$ cat src/rtl/exc_drain_pkg.sv
package exc_drain_pkg;
  localparam int unsigned FLAG_W = 5;
  localparam int unsigned F_INV  = 0;
  localparam int unsigned F_DZ   = 1;
  localparam int unsigned F_OVF  = 2;
  localparam int unsigned F_UNF  = 3;
  localparam int unsigned F_INX  = 4;

  typedef enum logic [1:0] {
    ST_IDLE  = 2'd0,
    ST_DRAIN = 2'd1,
    ST_TRAP  = 2'd2
  } drain_state_e;
endpackage

$ cat src/rtl/exc_collect.sv
module exc_collect
  import exc_drain_pkg::*;
#(
  parameter int unsigned NUM_UNITS = 4,
  localparam int unsigned EXC_W = NUM_UNITS * FLAG_W
) (
  input  logic                 clk_i,
  input  logic                 rst_ni,
  input  logic [NUM_UNITS-1:0] done_i,
  input  logic [EXC_W-1:0]     exc_i,
  output logic [FLAG_W-1:0]    new_exc_o,
  output logic                 any_exc_o
);
  logic [FLAG_W-1:0] masked [NUM_UNITS];

  for (genvar u = 0; u < NUM_UNITS; u++) begin : g_unit
    assign masked[u] = done_i[u] ? exc_i[u*FLAG_W +: FLAG_W] : '0;
  end

  always_comb begin
    new_exc_o = '0;
    for (int u = 0; u < NUM_UNITS; u++) new_exc_o |= masked[u];
  end

  assign any_exc_o = |new_exc_o;


  unqualified_ignored_chk: assert property (@(posedge clk_i) disable iff (!rst_ni)
    (done_i == '0) |-> !any_exc_o);
endmodule

$ cat src/rtl/sticky_flags.sv
module sticky_flags
  import exc_drain_pkg::*;
(
  input  logic              clk_i,
  input  logic              rst_ni,
  input  logic              clr_i,
  input  logic [FLAG_W-1:0] set_i,
  output logic [FLAG_W-1:0] flags_o
);
  logic [FLAG_W-1:0] flags_q;

  always_ff @(posedge clk_i or negedge rst_ni) begin
    if (!rst_ni) flags_q <= '0;
    else         flags_q <= (clr_i ? '0 : flags_q) | set_i;
  end

  assign flags_o = flags_q;


  flags_sticky_chk: assert property (@(posedge clk_i) disable iff (!rst_ni)
    !clr_i |=> ((flags_q & $past(flags_q)) == $past(flags_q)));

  clear_set_chk: assert property (@(posedge clk_i) disable iff (!rst_ni)
    clr_i |=> (flags_q == $past(set_i)));
endmodule

$ cat src/rtl/pc_hold.sv
module pc_hold #(
  parameter int unsigned PC_W = 32
) (
  input  logic            clk_i,
  input  logic            rst_ni,
  input  logic            cap_i,
  input  logic [PC_W-1:0] pc_i,
  output logic [PC_W-1:0] pc_o
);
  logic [PC_W-1:0] pc_q;

  always_ff @(posedge clk_i or negedge rst_ni) begin
    if (!rst_ni)    pc_q <= '0;
    else if (cap_i) pc_q <= pc_i;
  end

  assign pc_o = pc_q;
endmodule

$ cat src/rtl/drain_fsm.sv
module drain_fsm
  import exc_drain_pkg::*;
#(
  parameter int unsigned NUM_UNITS = 4
) (
  input  logic                 clk_i,
  input  logic                 rst_ni,
  input  logic                 any_exc_i,
  input  logic [NUM_UNITS-1:0] busy_i,
  input  logic                 ack_i,
  output logic                 capture_o,
  output logic                 issue_block_o,
  output logic                 trap_req_o
);
  drain_state_e state_q, state_d;

  always_comb begin
    state_d = state_q;
    unique case (state_q)
      ST_IDLE:  if (any_exc_i)      state_d = ST_DRAIN;
      ST_DRAIN: if (busy_i == '0)   state_d = ST_TRAP;
      ST_TRAP:  if (ack_i)          state_d = ST_IDLE;
      default:                      state_d = ST_IDLE;
    endcase
  end

  always_ff @(posedge clk_i or negedge rst_ni) begin
    if (!rst_ni) state_q <= ST_IDLE;
    else         state_q <= state_d;
  end

  assign capture_o     = (state_q == ST_IDLE) && any_exc_i;
  assign issue_block_o = (state_q != ST_IDLE) || any_exc_i;
  assign trap_req_o    = (state_q == ST_TRAP);


  trap_after_drain_chk: assert property (@(posedge clk_i) disable iff (!rst_ni)
    $rose(trap_req_o) |-> ($past(busy_i) == '0));

  block_during_trap_chk: assert property (@(posedge clk_i) disable iff (!rst_ni)
    trap_req_o |-> issue_block_o);

  ack_release_chk: assert property (@(posedge clk_i) disable iff (!rst_ni)
    (trap_req_o && ack_i) |=> !trap_req_o);

  ack_idle_ignored_chk: assert property (@(posedge clk_i) disable iff (!rst_ni)
    (!trap_req_o && !capture_o && !issue_block_o && ack_i) |=> !trap_req_o);
endmodule

$ cat src/rtl/exc_drain_ctrl.sv
module exc_drain_ctrl
  import exc_drain_pkg::*;
#(
  parameter int unsigned NUM_UNITS = 4,
  parameter int unsigned PC_W      = 32,
  localparam int unsigned EXC_W    = NUM_UNITS * FLAG_W
) (
  input  logic                 clk_i,
  input  logic                 rst_ni,
  input  logic [NUM_UNITS-1:0] done_i,
  input  logic [EXC_W-1:0]     exc_i,
  input  logic [NUM_UNITS-1:0] busy_i,
  input  logic [PC_W-1:0]      next_pc_i,
  input  logic                 trap_ack_i,
  input  logic                 flag_clr_i,
  output logic                 issue_block_o,
  output logic                 trap_req_o,
  output logic [FLAG_W-1:0]    flags_o,
  output logic [PC_W-1:0]      saved_pc_o
);
  logic [FLAG_W-1:0] new_exc;
  logic              any_exc;
  logic              capture;

  exc_collect #(.NUM_UNITS(NUM_UNITS)) u_collect (
    .clk_i, .rst_ni, .done_i, .exc_i,
    .new_exc_o(new_exc), .any_exc_o(any_exc)
  );

  drain_fsm #(.NUM_UNITS(NUM_UNITS)) u_fsm (
    .clk_i, .rst_ni, .any_exc_i(any_exc), .busy_i, .ack_i(trap_ack_i),
    .capture_o(capture), .issue_block_o, .trap_req_o
  );

  sticky_flags u_flags (
    .clk_i, .rst_ni, .clr_i(flag_clr_i), .set_i(new_exc), .flags_o
  );

  pc_hold #(.PC_W(PC_W)) u_pc (
    .clk_i, .rst_ni, .cap_i(capture), .pc_i(next_pc_i), .pc_o(saved_pc_o)
  );


  pc_stable_in_trap_chk: assert property (@(posedge clk_i) disable iff (!rst_ni)
    (trap_req_o && $past(trap_req_o)) |-> $stable(saved_pc_o));

  flags_nonzero_at_trap_chk: assert property (@(posedge clk_i) disable iff (!rst_ni)
    ($rose(trap_req_o) && !$past(flag_clr_i)) |-> (flags_o != '0));
endmodule

$ cat config.mk
export PLATFORM = sky130hd
export DESIGN_NAME = exc_drain_ctrl
export DESIGN_NICKNAME = d
export VERILOG_FILES = /design/src/rtl/exc_drain_pkg.sv /design/src/rtl/exc_collect.sv /design/src/rtl/sticky_flags.sv /design/src/rtl/pc_hold.sv /design/src/rtl/drain_fsm.sv /design/src/rtl/exc_drain_ctrl.sv
export SDC_FILE = /design/constraint.sdc
export NUM_CORES = 1
export LEC_CHECK = 0
export BUFFER_PORTS_ARGS = -buffer_cell sky130_fd_sc_hd__buf_2
export CORE_MARGIN = 4
export CORE_UTILIZATION = 39
export DETAILED_ROUTE_END_ITERATION = 16
export PLACE_DENSITY = 0.77
export SLEW_MARGIN = 20
export SYNTH_ARGS = -nofsm -noshare
export SYNTH_HDL_FRONTEND = slang
export SYNTH_SLANG_ARGS = --single-unit
$ cat constraint.sdc
create_clock -name clk_i -period 1.8 [get_ports clk_i]
set_clock_uncertainty 0.1 [all_clocks]
set_input_delay 0.36 -clock clk_i [delete_from_list [all_inputs] [get_ports clk_i]]
set_output_delay 0.36 -clock clk_i [all_outputs]
set_load 0.02 [all_outputs]
Yosys cells after proc, flatten, opt, wreduce, memory -nomap -nowiden
Index checks and enable logic that the tools add are counted.
{"block": "classes", "eq_ne": 5, "mux": 9, "bitwise": 4, "reduce_logical": 7}
{"cell": "$mux 5", "count": 5}
{"cell": "$or 5x5->5", "count": 4}
{"cell": "$mux 2", "count": 3}
{"cell": "$pmux 2 s3", "count": 1}
{"cell": "$reduce_or 5->1", "count": 1}
{"cell": "$logic_not 4->1", "count": 1}
{"cell": "$ne 2x1->1 const B", "count": 2}
{"cell": "$reduce_and 3->1", "count": 1}
{"cell": "$eq 2x1->1 const B", "count": 1}
{"cell": "$eq 2x2->1 const B", "count": 1}
{"cell": "$logic_not 2->1", "count": 1}
{"cell": "$ne 2x2->1 const B", "count": 1}
{"cell": "$reduce_bool 2->1", "count": 1}
{"cell": "$logic_and 1x1->1", "count": 1}
{"cell": "$logic_or 1x1->1", "count": 1}
{"block": "word_totals", "ff_bits": 39, "in_bits": 64, "out_inout_bits": 39, "elab_cells": 28}

Logic depth before layout (Yosys ltp)
{"block": "logic_depth", "depth_word": 7, "ltp_mapped": 6, "mapped_depth_nobuf": 5}

Cells and area by module
A second synthesis with hierarchy kept.
{"block": "unflattened", "cells_unflattened": 107, "area_unflattened_um2": 1760.4}
{"module": "pc_hold", "instances": 1, "cells_per_inst": 68, "area_each_um2": 1345.0, "seq_area_each_um2": 800.8}
{"module": "sticky_flags", "instances": 1, "cells_per_inst": 11, "area_each_um2": 166.4, "seq_area_each_um2": 125.1}
{"module": "exc_collect", "instances": 1, "cells_per_inst": 17, "area_each_um2": 127.6, "seq_area_each_um2": 0.0}
{"module": "drain_fsm", "instances": 1, "cells_per_inst": 11, "area_each_um2": 121.4, "seq_area_each_um2": 50.0}

Least setup slack after synthesis
OpenSTA, ideal clock, no wires.
{"block": "synth_timing", "kind": "input-to-output", "from": "input port exc_i[3]", "to": "output port issue_block_o", "arrival_ps": 1489, "required_time_ps": 1340, "slack_ps": -149, "stages": 5, "n_path_buf": 0, "path_cell_list": "a22o_2 a221oi_1 and2_4 nand2_1 or3_1"}
{"block": "synth_between", "elab_chain_len": 6}
{"element": "start, declared", "line": "exc_drain_ctrl.sv:11", "rtl": "input logic [EXC_W-1:0] exc_i,"}
{"element": "$mux 5", "line": "exc_collect.sv:17", "rtl": "assign masked[u] = done_i[u] ? exc_i[u*FLAG_W +: FLAG_W] : '0;"}
{"element": "$or 5x5->5 (3 in a row)", "line": "exc_collect.sv:22", "rtl": "for (int u = 0; u < NUM_UNITS; u++) new_exc_o |= masked[u];"}
{"element": "$reduce_or 5->1", "line": "exc_collect.sv:25", "rtl": "assign any_exc_o = |new_exc_o;"}
{"element": "$logic_or 1x1->1", "line": "drain_fsm.sv:33", "rtl": "assign issue_block_o = (state_q != ST_IDLE) || any_exc_i;"}
{"element": "end, declared", "line": "exc_drain_ctrl.sv:16", "rtl": "output logic issue_block_o,"}
No other way between the ends.

Final worst setup path
{"block": "layout_timing", "from": "input port done_i[0]", "to": "output port issue_block_o"}
{"block": "layout_between", "elab_chain_len": 6}
{"element": "start, declared", "line": "exc_drain_ctrl.sv:10", "rtl": "input logic [NUM_UNITS-1:0] done_i,"}
{"element": "$mux 5", "line": "exc_collect.sv:17"}
{"element": "$or 5x5->5 (3 in a row)", "line": "exc_collect.sv:22"}
{"element": "$reduce_or 5->1", "line": "exc_collect.sv:25"}
{"element": "$logic_or 1x1->1", "line": "drain_fsm.sv:33"}
No other way between the ends.

==> out/qor.json <==
{
  "coreArea_sq_um": 4115,
  "status": "complete, but fails checks",
  "floorplan.die.height_um": 74.30,
  "area.growth.synth_to_final_pct": 50.88,
  "slowest_stage": "or3_4",
  "floorplan.rows": 23,
  "max-clock-path-buffers": 2,
  "synth_seq_cells": 39,
  "slew_viol_final": 0,
  "port-buffer-count": 102,
  "synth_mux_area_share_pct": 27.59,
  "drcViolationCount": 0,
  "hold_viol_final": 0,
  "tightestPinTransition_ns": 0.4024,
  "cpPeakStageDelay_ns": 0.33,
  "postRouteWirelength_um": 4447,
  "yosys.area_share.xor_xnor_pct": 0,
  "diodes": 0,
  "timing.critical_path.to_type": "output pin",
  "synth_simple_gate_area_share_pct": 3.869,
  "internal_power_w": 0.001922,
  "hpwl_um": 3269,
  "final_layout_size_suffix_gt1_share_pct": 72.12,
  "p_switching_w": 0.0009187,
  "yosysWarningCount": 0,
  "avgSynthCellArea_sq_um": 16.02,
  "power.share.clock_pct": 20.1,
  "worst_ep_arrival_time_ns": 1.62,
  "ioPinCount": 103,
  "hp-class": "in2reg",
  "die_w_um": 74.30,
  "grt_util_all_layers_pct": 15.14,
  "pin_count_of_the_biggest_net_entering_global_routing": 23,
  "combinational_family_with_the_most_area_after_synthesis": "multiplexers",
  "cts-root-buf": "clkbuf_8",
  "cp_max_fanout": 5,
  "cts.htree.levels": 2,
  "numCtsBuffers": 5,
  "final_core_utilization_pct": 62.85,
  "timing.critical_path.cells": "buf_8 -> a22o_4 -> a221oi_4 -> and2_4 -> nand2_2 -> or3_4 -> buf_6",
  "comb_power_share_pct": 37.2,
  "layout.cells.most_common": "buf_2",
  "synth_cell_types": 18,
  "critical_path_required_ns": 1.34,
  "dieArea_sq_um": 5520,
  "crit_path_setup_slack_layout_ns": -0.2776,
  "p_seq_share_pct": 42.7,
  "net_count_final": 290,
  "first_iter_violations": 55,
  "globalRoute.totalOverflow": 0,
  "period_needed_ns": 2.078,
  "p_leak_nw": 1.312,
  "synth_compound_gate_area_share_pct": 8.759,
  "p_sw_share_pct": 32.34,
  "setup_violations": 17,
  "ir_drop_uv": 408.6,
  "total_of_max_cap_violations": 0,
  "grt_first_pass_wirelength_um": 6361,
  "grt_antenna_before_repair": 0,
  "first_global_vias": 1358,
  "totalNegativeSetupSlack_ns": -0.7382,
  "detailroute.via_count": 1339,
  "detail_route.first_pass.iterations": 3,
  "area.sequential_sq_um": 975.9,
  "detail_route.vias_per_cell": 4.851,
  "multi_input_comb_area_sq_um": 752.0,
  "final_min_period_over_clock_period_pct": 115.4,
  "clock_sink_count": 39,
  "max_clock_freq_mhz": 481.3,
  "violations": "negative setup slack",
  "critPathLaunchType": "primary input",
  "layout.filler_cells": 337,
  "initial_core_util_pct": 41.65,
  "syn-cell-area_sq_um": 1714,
  "globalplace.congestion": 0.7600,
  "syn_inst": 107,
  "grt_setup_unrepaired": "true",
  "clk_latency_ns": 0.27,
  "synth-adder-area-share_pct": 0,
  "slew_headroom_pct": 73.17,
  "worst-setup-path-type": "in2out",
  "route.antenna.remaining_nets": 0,
  "synthesis.nets": 171,
  "top_library_cells_by_usage_in_the_layout_fill_and_taps_aside": "buf_2, dfrtp_1, mux2_4",
  "cts_tree": "done",
  "sequential_area_share_after_synthesis_pct": 56.93,
  "clk_pin_slew_worst_paths_ns": 0.07,
  "power_density_nw_per_um2": 1098,
  "detail_route.wl_per_cell_um": 16.11
}
## Yosys cell counts, drive strengths merged
master,number,area [sq um]
o21ai,3,15.01
dfrtp,39,975.9
inv,4,15.01
a211oi,1,20.02
nor2,1,3.750
nor3,1,16.27
a21o,3,22.52
a221oi,2,17.52
a22o,2,20.02
nand2,5,18.77
nor4,1,6.260
mux2,32,473.0
and2,1,8.760
buf,3,33.78
or3,2,12.51
a22oi,6,45.04
o211a,1,10.01
## power groups by stage
stage | sequential, W | combinational, W | clock (W)
6_report | 0.00121 | 0.00106 | 0.000572
5_1_grt | 0.00124 | 0.00112 | 0.000634
4_1_cts | 0.00121 | 0.00104 | 0.000594
3_5_place_dp | 0.00122 | 0.00102 | 0
3_3_place_gp | 0.00121 | 0.00101 | 0
2_1_floorplan | 0.00149 | 0.000360 | 0
## per-stage QoR
step | power [W] | instances | setup slack (ns) | hold WS, ns | area, sq um
after floorplan | 0.001853 | 107 | -0.04576 | -0.03559 | 1732
after global placement | 0.002219 | 264 | -0.2959 | 0.2020 | 2344
after detailed placement | 0.002248 | 264 | -0.3160 | 0.2160 | 2344
after CTS | 0.002842 | 272 | -0.2710 | 0.2020 | 2474
after global routing | 0.002992 | 276 | -0.3280 | 0.1976 | 2586
final | 0.002841 | 276 | -0.2776 | 0.2062 | 2586
## state kept, by name, indices dropped and copies added (netlist names)
register / cells
u_flags.flags_o: 5
u_fsm.state_q: 2
u_pc.pc_o: 32
## per-layer routing
metal / part of all wire [%] / global-route usage [%] / up-vias
met1: 39 / 18.06 / 639
met3: 9.5 / 4.730 / 2
met5: 0 / 0 / -
li1: - / - / 623
met2: 51 / 26.77 / 75
met4: 0.31 / 3.557 / 0
## logic make-up after synthesis
| family | after synthesis |
|---|---|
| and+or+nand+nor | 11 |
| AOI/OAI and AO/OA | 18 |
| DFF | 39 |
| muxes | 32 |
| buffers and inverters | 7 |
## area by class of cell
| cell class | instances | area share, % |
|---|---|---|
| Sequential cell | 39 | 37.74 |
| Multi-Input combinational cell | 61 | 29.08 |
| Timing Repair Buffer | 115 | 26.80 |
| Clock buffer | 6 | 3.193 |
| Tap cell | 50 | 2.419 |
| Inverter | 4 | 0.5806 |
| Clock inverter | 1 | 0.1935 |
## critical path, delay by kind of cell
kind | cells | cell delay [ns]
AOI/OAI and AO/OA | 2 | 0.44
buffers and inverters | 2 | 0.25
and+or+nand+nor | 3 | 0.57
## path summary, 6_finish.rpt
path	from	endpoint	slack [ns]	cells after the start
max	done_i[0]	issue_block_o	-0.28	7
min	flag_clr_i	u_flags.flags_o[4]	0.21	2
max reg2reg	u_fsm.state_q[1]	u_pc.pc_o[20]	0.16	4
min reg2reg	u_flags.flags_o[2]	u_flags.flags_o[2]	0.39	1
max in group asynchronous	rst_ni	u_pc.pc_o[25]	0.53	3
min in group asynchronous	rst_ni	u_pc.pc_o[7]	0.44	2
## timing repair
item	in CTS	in global routing
cloned	0	2
gates resized for setup	9	9
pin swaps	2	4
setup endpoints to repair	1	13
hold endpoints to repair	17	0
hold buffers	1	0
setup buffers	0	2
Power figures use the tool's default switching activity.
